==> src/rtl/bvf_pkg.sv <==
package bvf_pkg;
    localparam int BUS_W         = 16;
    localparam int VEC_W         = 32;
    localparam int NUM_VEC       = 2;
    localparam int WORDS_PER_VEC = VEC_W / BUS_W;
    localparam int NUM_READS     = NUM_VEC * WORDS_PER_VEC;
    localparam int IDX_W         = $clog2(NUM_READS);

    typedef enum logic [2:0] {
        ST_HOLD,
        ST_SETTLE,
        ST_FETCH,
        ST_DONE,
        ST_RUN
    } bvf_state_e;
endpackage

==> src/rtl/bvf_settle.sv <==
module bvf_settle #(
    parameter int RST_CYCLES = 4
) (
    input  logic clk,
    input  logic pwr_ok,
    input  logic cnt_en,
    output logic expired
);
    localparam int CW = $clog2(RST_CYCLES + 1);

    logic [CW-1:0] cnt_q;

    assign expired = cnt_en && (cnt_q == CW'(RST_CYCLES - 1));

    always_ff @(posedge clk or negedge pwr_ok) begin
        if (!pwr_ok) begin
            cnt_q <= '0;
        end else if (!cnt_en) begin
            cnt_q <= '0;
        end else if (!expired) begin
            cnt_q <= cnt_q + CW'(1);
        end
    end

    // the count never runs past its terminal value
    a_r2_settle_bound: assert property (@(posedge clk) disable iff (!pwr_ok)
        cnt_q <= CW'(RST_CYCLES - 1));
endmodule

==> src/rtl/bvf_bus_timer.sv <==
module bvf_bus_timer
    import bvf_pkg::*;
#(
    parameter int WAIT_STATES = 3
) (
    input  logic             clk,
    input  logic             pwr_ok,
    input  logic             active,
    output logic [IDX_W-1:0] idx,
    output logic             beat_last,
    output logic             final_beat
);
    localparam int WCW = $clog2(WAIT_STATES + 1) + 1;

    logic [WCW-1:0] wcnt_q;
    logic [IDX_W-1:0] idx_q;

    assign idx        = idx_q;
    assign beat_last  = active && (wcnt_q == WCW'(WAIT_STATES));
    assign final_beat = beat_last && (idx_q == IDX_W'(NUM_READS - 1));

    always_ff @(posedge clk or negedge pwr_ok) begin
        if (!pwr_ok) begin
            wcnt_q <= '0;
            idx_q  <= '0;
        end else if (!active) begin
            wcnt_q <= '0;
            idx_q  <= '0;
        end else if (beat_last) begin
            wcnt_q <= '0;
            idx_q  <= idx_q + IDX_W'(1);
        end else begin
            wcnt_q <= wcnt_q + WCW'(1);
        end
    end

    // a read never outlasts its wait budget
    a_r4_wait_bound: assert property (@(posedge clk) disable iff (!pwr_ok)
        wcnt_q <= WCW'(WAIT_STATES));

    // the address index is held through the wait clocks
    a_r4_index_held: assert property (@(posedge clk) disable iff (!pwr_ok)
        (active && wcnt_q != '0) |-> $stable(idx_q));
endmodule

==> src/rtl/bvf_vec_asm.sv <==
module bvf_vec_asm
    import bvf_pkg::*;
(
    input  logic                            clk,
    input  logic                            pwr_ok,
    input  logic                            clr,
    input  logic                            cap,
    input  logic [IDX_W-1:0]                idx,
    input  logic [BUS_W-1:0]                rdata,
    output logic [NUM_VEC-1:0][VEC_W-1:0]   vec
);
    logic [NUM_READS-1:0][BUS_W-1:0] words_q;

    always_ff @(posedge clk or negedge pwr_ok) begin
        if (!pwr_ok) begin
            words_q <= '0;
        end else if (clr) begin
            words_q <= '0;
        end else if (cap) begin
            words_q[idx] <= rdata;
        end
    end

    // Earlier reads land in the more significant halves
    for (genvar v = 0; v < NUM_VEC; v++) begin : g_vec
        for (genvar k = 0; k < WORDS_PER_VEC; k++) begin : g_half
            assign vec[v][(WORDS_PER_VEC-1-k)*BUS_W +: BUS_W] =
                clr ? '0 : words_q[v*WORDS_PER_VEC + k];
        end
    end

    // nothing is written while the clear is held
    a_r5_no_cap_in_clear: assert property (@(posedge clk) disable iff (!pwr_ok)
        clr |-> !cap);
endmodule

==> src/rtl/boot_vector_fetch.sv <==
module boot_vector_fetch
    import bvf_pkg::*;
#(
    parameter int ADDR_W      = 24,
    parameter int WAIT_STATES = 3,
    parameter int RST_CYCLES  = 4
) (
    input  logic              clk,
    input  logic              pwr_ok,
    input  logic              clk_lock,
    input  logic [BUS_W-1:0]  bus_rdata,
    output logic              sys_rst,
    output logic              boot_cs_n,
    output logic              bus_rd_n,
    output logic [ADDR_W-1:0] bus_addr,
    output logic [VEC_W-1:0]  init_sp,
    output logic [VEC_W-1:0]  init_pc,
    output logic              vec_done
);
    bvf_state_e state_q, state_d;

    logic                          settle_done;
    logic                          fetching;
    logic [IDX_W-1:0]              rd_idx;
    logic                          beat_last;
    logic                          final_beat;
    logic [NUM_VEC-1:0][VEC_W-1:0] vecs;

    assign fetching = (state_q == ST_FETCH);

    bvf_settle #(.RST_CYCLES(RST_CYCLES)) i_settle (
        .clk     (clk),
        .pwr_ok  (pwr_ok),
        .cnt_en  (state_q == ST_SETTLE),
        .expired (settle_done)
    );

    bvf_bus_timer #(.WAIT_STATES(WAIT_STATES)) i_timer (
        .clk        (clk),
        .pwr_ok     (pwr_ok),
        .active     (fetching),
        .idx        (rd_idx),
        .beat_last  (beat_last),
        .final_beat (final_beat)
    );

    bvf_vec_asm i_asm (
        .clk    (clk),
        .pwr_ok (pwr_ok),
        .clr    (sys_rst),
        .cap    (beat_last),
        .idx    (rd_idx),
        .rdata  (bus_rdata),
        .vec    (vecs)
    );

    assign init_sp = vecs[0];
    assign init_pc = vecs[1];

    // State register
    always_ff @(posedge clk or negedge pwr_ok) begin
        if (!pwr_ok) state_q <= ST_HOLD;
        else         state_q <= state_d;
    end

    // Next state
    always_comb begin
        state_d = state_q;
        unique case (state_q)
            ST_HOLD:   if (clk_lock) state_d = ST_SETTLE;
            ST_SETTLE: begin
                if (!clk_lock)        state_d = ST_HOLD;
                else if (settle_done) state_d = ST_FETCH;
            end
            ST_FETCH: begin
                if (!clk_lock)       state_d = ST_HOLD;
                else if (final_beat) state_d = ST_DONE;
            end
            ST_DONE:   state_d = ST_RUN;
            ST_RUN:    state_d = ST_RUN;
        endcase
    end

    // Outputs
    always_comb begin
        sys_rst   = 1'b0;
        boot_cs_n = 1'b1;
        bus_rd_n  = 1'b1;
        vec_done  = 1'b0;
        bus_addr  = '0;
        unique case (state_q)
            ST_HOLD, ST_SETTLE: sys_rst = 1'b1;
            ST_FETCH: begin
                boot_cs_n = 1'b0;
                bus_rd_n  = 1'b0;
                bus_addr  = {{(ADDR_W-IDX_W-1){1'b0}}, rd_idx, 1'b0};
            end
            ST_DONE:  vec_done = 1'b1;
            ST_RUN:   ;
        endcase
    end

    // the first bus access after reset release targets address 0
    a_r2_first_read: assert property (@(posedge clk) disable iff (!pwr_ok)
        $fell(sys_rst) |-> (!boot_cs_n && bus_addr == '0));

    // completion is a single-clock pulse
    a_r6_done_single: assert property (@(posedge clk) disable iff (!pwr_ok)
        vec_done |=> !vec_done);

    // boot values frozen once running
    a_r8_values_hold: assert property (@(posedge clk) disable iff (!pwr_ok)
        (state_q == ST_RUN) |=> ($stable(init_sp) && $stable(init_pc) && !sys_rst));

    // losing lock mid-sequence re-enters reset with an idle bus
    a_r9_lock_drop: assert property (@(posedge clk) disable iff (!pwr_ok)
        ((state_q == ST_SETTLE || fetching) && !clk_lock) |=> (sys_rst && boot_cs_n));
endmodule

==> config.mk <==
export PLATFORM = sky130hd
export DESIGN_NAME = boot_vector_fetch
export DESIGN_NICKNAME = d
export VERILOG_FILES = /design/src/rtl/bvf_pkg.sv /design/src/rtl/bvf_settle.sv /design/src/rtl/bvf_bus_timer.sv /design/src/rtl/bvf_vec_asm.sv /design/src/rtl/boot_vector_fetch.sv
export SDC_FILE = /design/constraint.sdc
export NUM_CORES = 1
export LEC_CHECK = 0
export BUFFER_PORTS_ARGS = -buffer_cell sky130_fd_sc_hd__buf_2
export CAP_MARGIN = 25
export CORE_ASPECT_RATIO = 2
export CORE_UTILIZATION = 50
export DETAILED_ROUTE_END_ITERATION = 16
export GPL_TIMING_DRIVEN = 0
export PLACE_DENSITY = 0.78
export SYNTH_ARGS = -nofsm -noshare
export SYNTH_HDL_FRONTEND = slang
export SYNTH_HIERARCHICAL = 1
export SYNTH_SLANG_ARGS = --single-unit
==> constraint.sdc <==
create_clock -name clk -period 2.15 [get_ports clk]
set_input_delay 0.215 -clock clk [delete_from_list [all_inputs] [get_ports clk]]
set_output_delay 0.215 -clock clk [all_outputs]
set_load 0.05 [all_outputs]
Yosys cells after proc, flatten, opt, wreduce, memory -nomap -nowiden
Index checks and enable logic that the tools add are counted.
{"block": "word_totals", "wordCells": 59, "regBits": 75, "output_inout_bits": 92}
{"block": "op_classes", "reduce_logical": 9, "muxes": 25, "n_lt_le_gt_ge": 2, "n_eq_ne": 12, "n_addsub": 3}
{"operator": "64-bit 2-to-1 mux", "n": 2}
{"operator": "16-bit 2-to-1 mux", "n": 5}
{"operator": "64-bit bitwise mux", "n": 1}
{"operator": "16-bit demux with 2-bit select", "n": 1}
{"operator": "3-bit 2-to-1 mux", "n": 10}
{"operator": "3-bit by 2-bit equality test with 1-bit output (second input constant)", "n": 4}
{"operator": "3-bit one-hot mux with 4 select lines", "n": 1}
{"operator": "3-bit by 1-bit adder with 3-bit output (second input constant)", "n": 2}
{"operator": "2-bit != test (second input constant)", "n": 3}
{"operator": "3-bit != test (second input constant)", "n": 2}
{"operator": "1-bit logical AND", "n": 4}
{"operator": "2-bit 2-to-1 mux", "n": 2}
{"operator": "2-bit OR reduction", "n": 2}
{"operator": "3-bit by 1-bit equality test with 1-bit output (second input constant)", "n": 1}
{"operator": "3-bit equality test (second input constant)", "n": 1}
{"operator": "3-bit logical NOT", "n": 1}
{"operator": "2-bit by 3-bit less-than comparator with 1-bit output (second input constant)", "n": 1}
{"operator": "1-bit 2-to-1 mux", "n": 3}
{"operator": "3-bit AND reduction", "n": 1}
{"operator": "2-bit by 1-bit adder with 2-bit output (second input constant)", "n": 1}
{"operator": "2-bit equality test (second input constant)", "n": 1}
{"operator": "2-bit by 1-bit greater-or-equal comparator with 1-bit output (second input constant)", "n": 1}
{"operator": "2-bit nonzero test", "n": 1}

Longest topological paths before layout
{"block": "logic_depth", "ltp_word": 7, "ltp_mapped": 7}

Modules after synthesis
Netlist, hierarchy kept.
{"module": "bvf_vec_asm", "seq_area_each_um2": 1601.5, "cells_per_inst": 292, "area_per_inst_um2": 3158.0, "instances": 1}
{"module": "boot_vector_fetch", "seq_area_each_um2": 75.1, "cells_per_inst": 44, "area_per_inst_um2": 355.3, "instances": 1}
{"module": "bvf_bus_timer", "seq_area_each_um2": 125.1, "cells_per_inst": 20, "area_per_inst_um2": 236.5, "instances": 1}
{"module": "bvf_settle", "seq_area_each_um2": 75.1, "cells_per_inst": 14, "area_per_inst_um2": 158.9, "instances": 1}

Least setup slack after synthesis
Ideal clock, no wire load.
{"block": "synth_timing", "path_kind": "register to output", "start": "reg state_q[1]", "end": "out init_pc[0]", "arrival_time_ps": 1910, "path_stages_with_launch": 5, "required_time_ps": 1935, "path_slack_ps": 25, "n_path_buf": 1, "cell_sequence": "dfrtp_1 nor2_1 clkbuf_1 nand2b_1 inv_1"}
{"block": "synth_via", "elab_chain_cells": 4, "word_cells_on_any_way": 5, "cone_classes": "eq/ne: 1; mux: 2; reduce/logical: 2"}
{"element": "start, declared", "line": "boot_vector_fetch.sv:20", "text": "bvf_state_e state_q, state_d;"}
{"element": "start signal, assigned", "line": "boot_vector_fetch.sv:63", "text": "else state_q <= state_d;"}
{"element": "3-bit by 1-bit equality test with 1-bit output / 3-bit logical NOT (equally long branches)", "line": "boot_vector_fetch.sv:91", "text": "unique case (state_q)"}
{"element": "2-bit OR reduction (*)", "line": "boot_vector_fetch.sv:91"}
{"element": "1-bit 2-to-1 mux (*)", "line": "boot_vector_fetch.sv:91"}
{"element": "net sys_rst", "line": "boot_vector_fetch.sv:12", "text": "output logic sys_rst,"}
{"element": "16-bit 2-to-1 mux (*)", "line": "bvf_vec_asm.sv:28", "text": "clr ? '0 : words_q[v*WORDS_PER_VEC + k];"}
{"element": "end, declared", "line": "boot_vector_fetch.sv:17", "text": "output logic [VEC_W-1:0] init_pc,"}
The timed path passes the listed nets; every way through them passes the cells marked *.

Worst setup path in the final report
{"block": "layout_timing", "start": "reg state_q[1]", "end": "out init_sp[14]"}
{"block": "layout_via", "elab_chain_cells": 4, "word_cells_on_any_way": 5, "cone_classes": "eq/ne: 1; mux: 2; reduce/logical: 2"}
{"element": "3-bit by 1-bit equality test with 1-bit output / 3-bit logical NOT (equally long branches)", "line": "boot_vector_fetch.sv:91"}
{"element": "2-bit OR reduction (*)", "line": "boot_vector_fetch.sv:91"}
{"element": "1-bit 2-to-1 mux (*)", "line": "boot_vector_fetch.sv:91"}
{"element": "16-bit 2-to-1 mux (*)", "line": "bvf_vec_asm.sv:28"}
{"element": "end, declared", "line": "boot_vector_fetch.sv:16", "text": "output logic [VEC_W-1:0] init_sp,"}
Every way passes the cells marked *; elsewhere a longest branch is shown, timed or not.

==> impl_metrics.ini <==
[synth]
yosysWarningCount = 6
ys_seq_elements = 75
syn_inst = 370
synth_top_area_cell = dfrtp_1
ys_types = 32
syn_area_mm2 = 0.00391
ys_seq_area_frac = 0.480
netlist.area_leader.share = 0.480
yosys-top-cells-area = dfrtp_1 48%, mux2i_1 17%, nand2b_1 13%, inv_1 6.3%, buf_4 4.6%
avgSynthCellArea_um2 = 10.6

[route]
vias = 2746
route.detailed.wl_per_inst_um = 14.0
antenna_left = 0
drt_iter0_drc = 78
drc = 0
wl_um = 8220
vias_per_cell = 4.67
drt-pass1-iter-count = 4

[placement]
gp_congestion = 0.731
placed_cells = 574
io_buffer_count = 88
dp_hpwl_um = 6120

[hold_path]
min_path_type = in2reg

[critical_path]
max_stage_delay_ns = 0.48
crit_slowest_cell = dfrtp_1
worst-setup-path-type = reg2out
cpLargestDelayFamily = buffers and inverters
cp.arrival_ns = 1.79
path_max_fanout = 10
crit_chain = nor2_4, clkbuf_2, nand2b_1, inv_1, buf_2
end_kind = primary output
crit_buf_inv = 3
crit_path_start_kind = flop
required_ns = 1.93

[power]
power_per_cell_area_mw_per_mm2 = 644
p_total_w = 0.00313
p_leak_nw = 2.96
irDropWorstVdd_mv = 0.463

[clocking]
root_buffer = clkbuf_16
htreeDepth = 3
post-cts-setup-buffers = 0
cts.sinks = 75
cts_buffer_depth = 2
cts_tree = done
cts_buffers = 9
clock_latency_ns = 0.33
clkTransAtPathRegs_ns = 0.05

[floorplan]
core_mm2 = 0.00760
die_h_um = 127
fp.dieArea_mm2 = 0.00820
io_pins = 111
die-width_um = 64.5
rows = 45
start_util = 0.514

[layout]
antenna_cells = 0
multi_input_area_mm2 = 0.00156
drive_above_1_share = 0.289
finalNonFillerCells = 588
final_common_cell = buf_2
regArea_mm2 = 0.00188
n_fill_cell = 652
area_growth_syn_to_layout_pct = 24.3
final_nets = 515
final_cell_mix = 87 x buf_2, 82 x nand2b_1, 75 x dfrtp_1

[global_routing]
grt_pass1_wl_um = 13200
grt_max_degree = 76
antenna_found_initial = 0
grt_pass1_vias = 2740
overflow = 0
grtUsageTotal = 0.217

[sta]
drv_slew = 0
finClkSkew_ns = 0.00374
rsz0062_at_grt = no
setup_tns_ns = 0
layout_min_cycle_time_ns = 2.01
period_share = 0.933
final-hold-violation-count = 0
setup_viol = 0
timing.fmax_mhz = 499

[run]
drv_cap = 0

[status]
status = complete, no violations
==> through the flow <==
step,instance area [µm²],hold slack [ns],setup slack [ns],util
6_report,4860,0.137,0.145,0.639
5_1_grt,4860,0.148,0.0347,0.639
4_1_cts,4850,0.129,0.0331,0.638
3_5_place_dp,4580,0.264,0.0939,0.602
3_3_place_gp,4550,0.427,0.139,0.598
2_1_floorplan,3990,-0.0806,0.0245,-
==> state kept, by name, summed over array words and instances, names as in the netlist <==
signal / flops
i_timer/wcnt_q: 3
i_timer/idx: 2
i_settle/cnt_q: 3
state_q: 3
i_asm/words_q: 64
==> where the power goes <==
| part | switching (W) | leakage, nW | internal [W] |
|---|---|---|---|
| sequential | 0.0000226 | 1.04 | 0.00144 |
| combinational | 0.000231 | 1.80 | 0.000146 |
| clock | 0.000496 | 0.122 | 0.000793 |
| total | 0.000749 | 2.96 | 0.00238 |
==> cells by family (layout without fill, tap and decap cells) <==
| group | count (synthesis) | count (layout) | synth area share |
|---|---|---|---|
| simple gates | 111 | 111 | 0.180 |
| buf+inv | 105 | 208 | 0.144 |
| flops | 75 | 75 | 0.480 |
| mux | 66 | 66 | 0.169 |
| compound gates | 7 | 7 | 0.0106 |
| fa+ha+maj | 4 | 4 | 0.0128 |
| other cells | 1 | 22 | 0.000959 |
| xor+xnor | 1 | 1 | 0.00224 |
==> worst paths after layout <==
kind / from / slack [ns] / cells after the start / to
worst max-delay path: state_q[1] / 0.14 / 5 / init_sp[14]
worst min-delay path: clk_lock / 0.14 / 3 / state_q[1]
worst max register to register: state_q[0] / 0.21 / 7 / i_asm/words_q[9]
worst min register to register: i_timer/wcnt_q[0] / 0.44 / 1 / i_timer/wcnt_q[0]
max in group asynchronous: pwr_ok / 1.39 / 3 / i_asm/words_q[20]
min in group asynchronous: pwr_ok / 0.45 / 3 / i_asm/words_q[35]
==> metal layers <==
layer	GRT usage	part of all wire	wire, µm
met5	0	0	0
met1	0.233	0.37	3080
met2	0.401	0.56	4620
met4	0.0810	0.017	140
met3	0.0491	0.046	375
==> worst reg2reg max path: cells and delay by family, from the launching register on <==
family / cells / cell delay (ns)
buf+inv: 2 / 0.41
mux: 1 / 0.20
simple gates: 4 / 0.82
flops: 1 / 0.42
==> synthesized netlist by cell type <==
cell type  instances
nor3b_1            3
dfrtp_1           75
nand2_1            5
a21o_1             1
buf_6              4
nor2_1             3
nand3b_1           1
and2_2             1
and2_1             5
nor2b_4            1
clkbuf_1           8
or2_1              1
and3b_1            3
inv_1             66
a31oi_1            1
and3_1             1
o21ai_0            1
mux2i_1           66
nand4bb_1          1
a21oi_1            2
nand2b_2           1
a21boi_1           1
o21ai_1            1
and3_2             1
ha_1               4
conb_1             1
nor2b_1            1
nor2_2             1
buf_4             24
nand2b_1          82
buf_12             3
xnor2_1            1
==> layout make-up <==
class | instances | share of cell area
Buffer | 39 | 0.0667
Inverter | 66 | 0.0510
Multi-Input combinational cell | 211 | 0.321
Clock buffer | 13 | 0.0515
Sequential cell | 75 | 0.386
Timing Repair Buffer | 90 | 0.0989
Tap cell | 94 | 0.0242
==> repair_timing <==
action	in CTS	in global routing
hold buffers	1	0
hold endpoints to repair	75	0
resized for setup	8	2
setup endpoints to repair	64	76
Power figures use the tool's default switching activity.
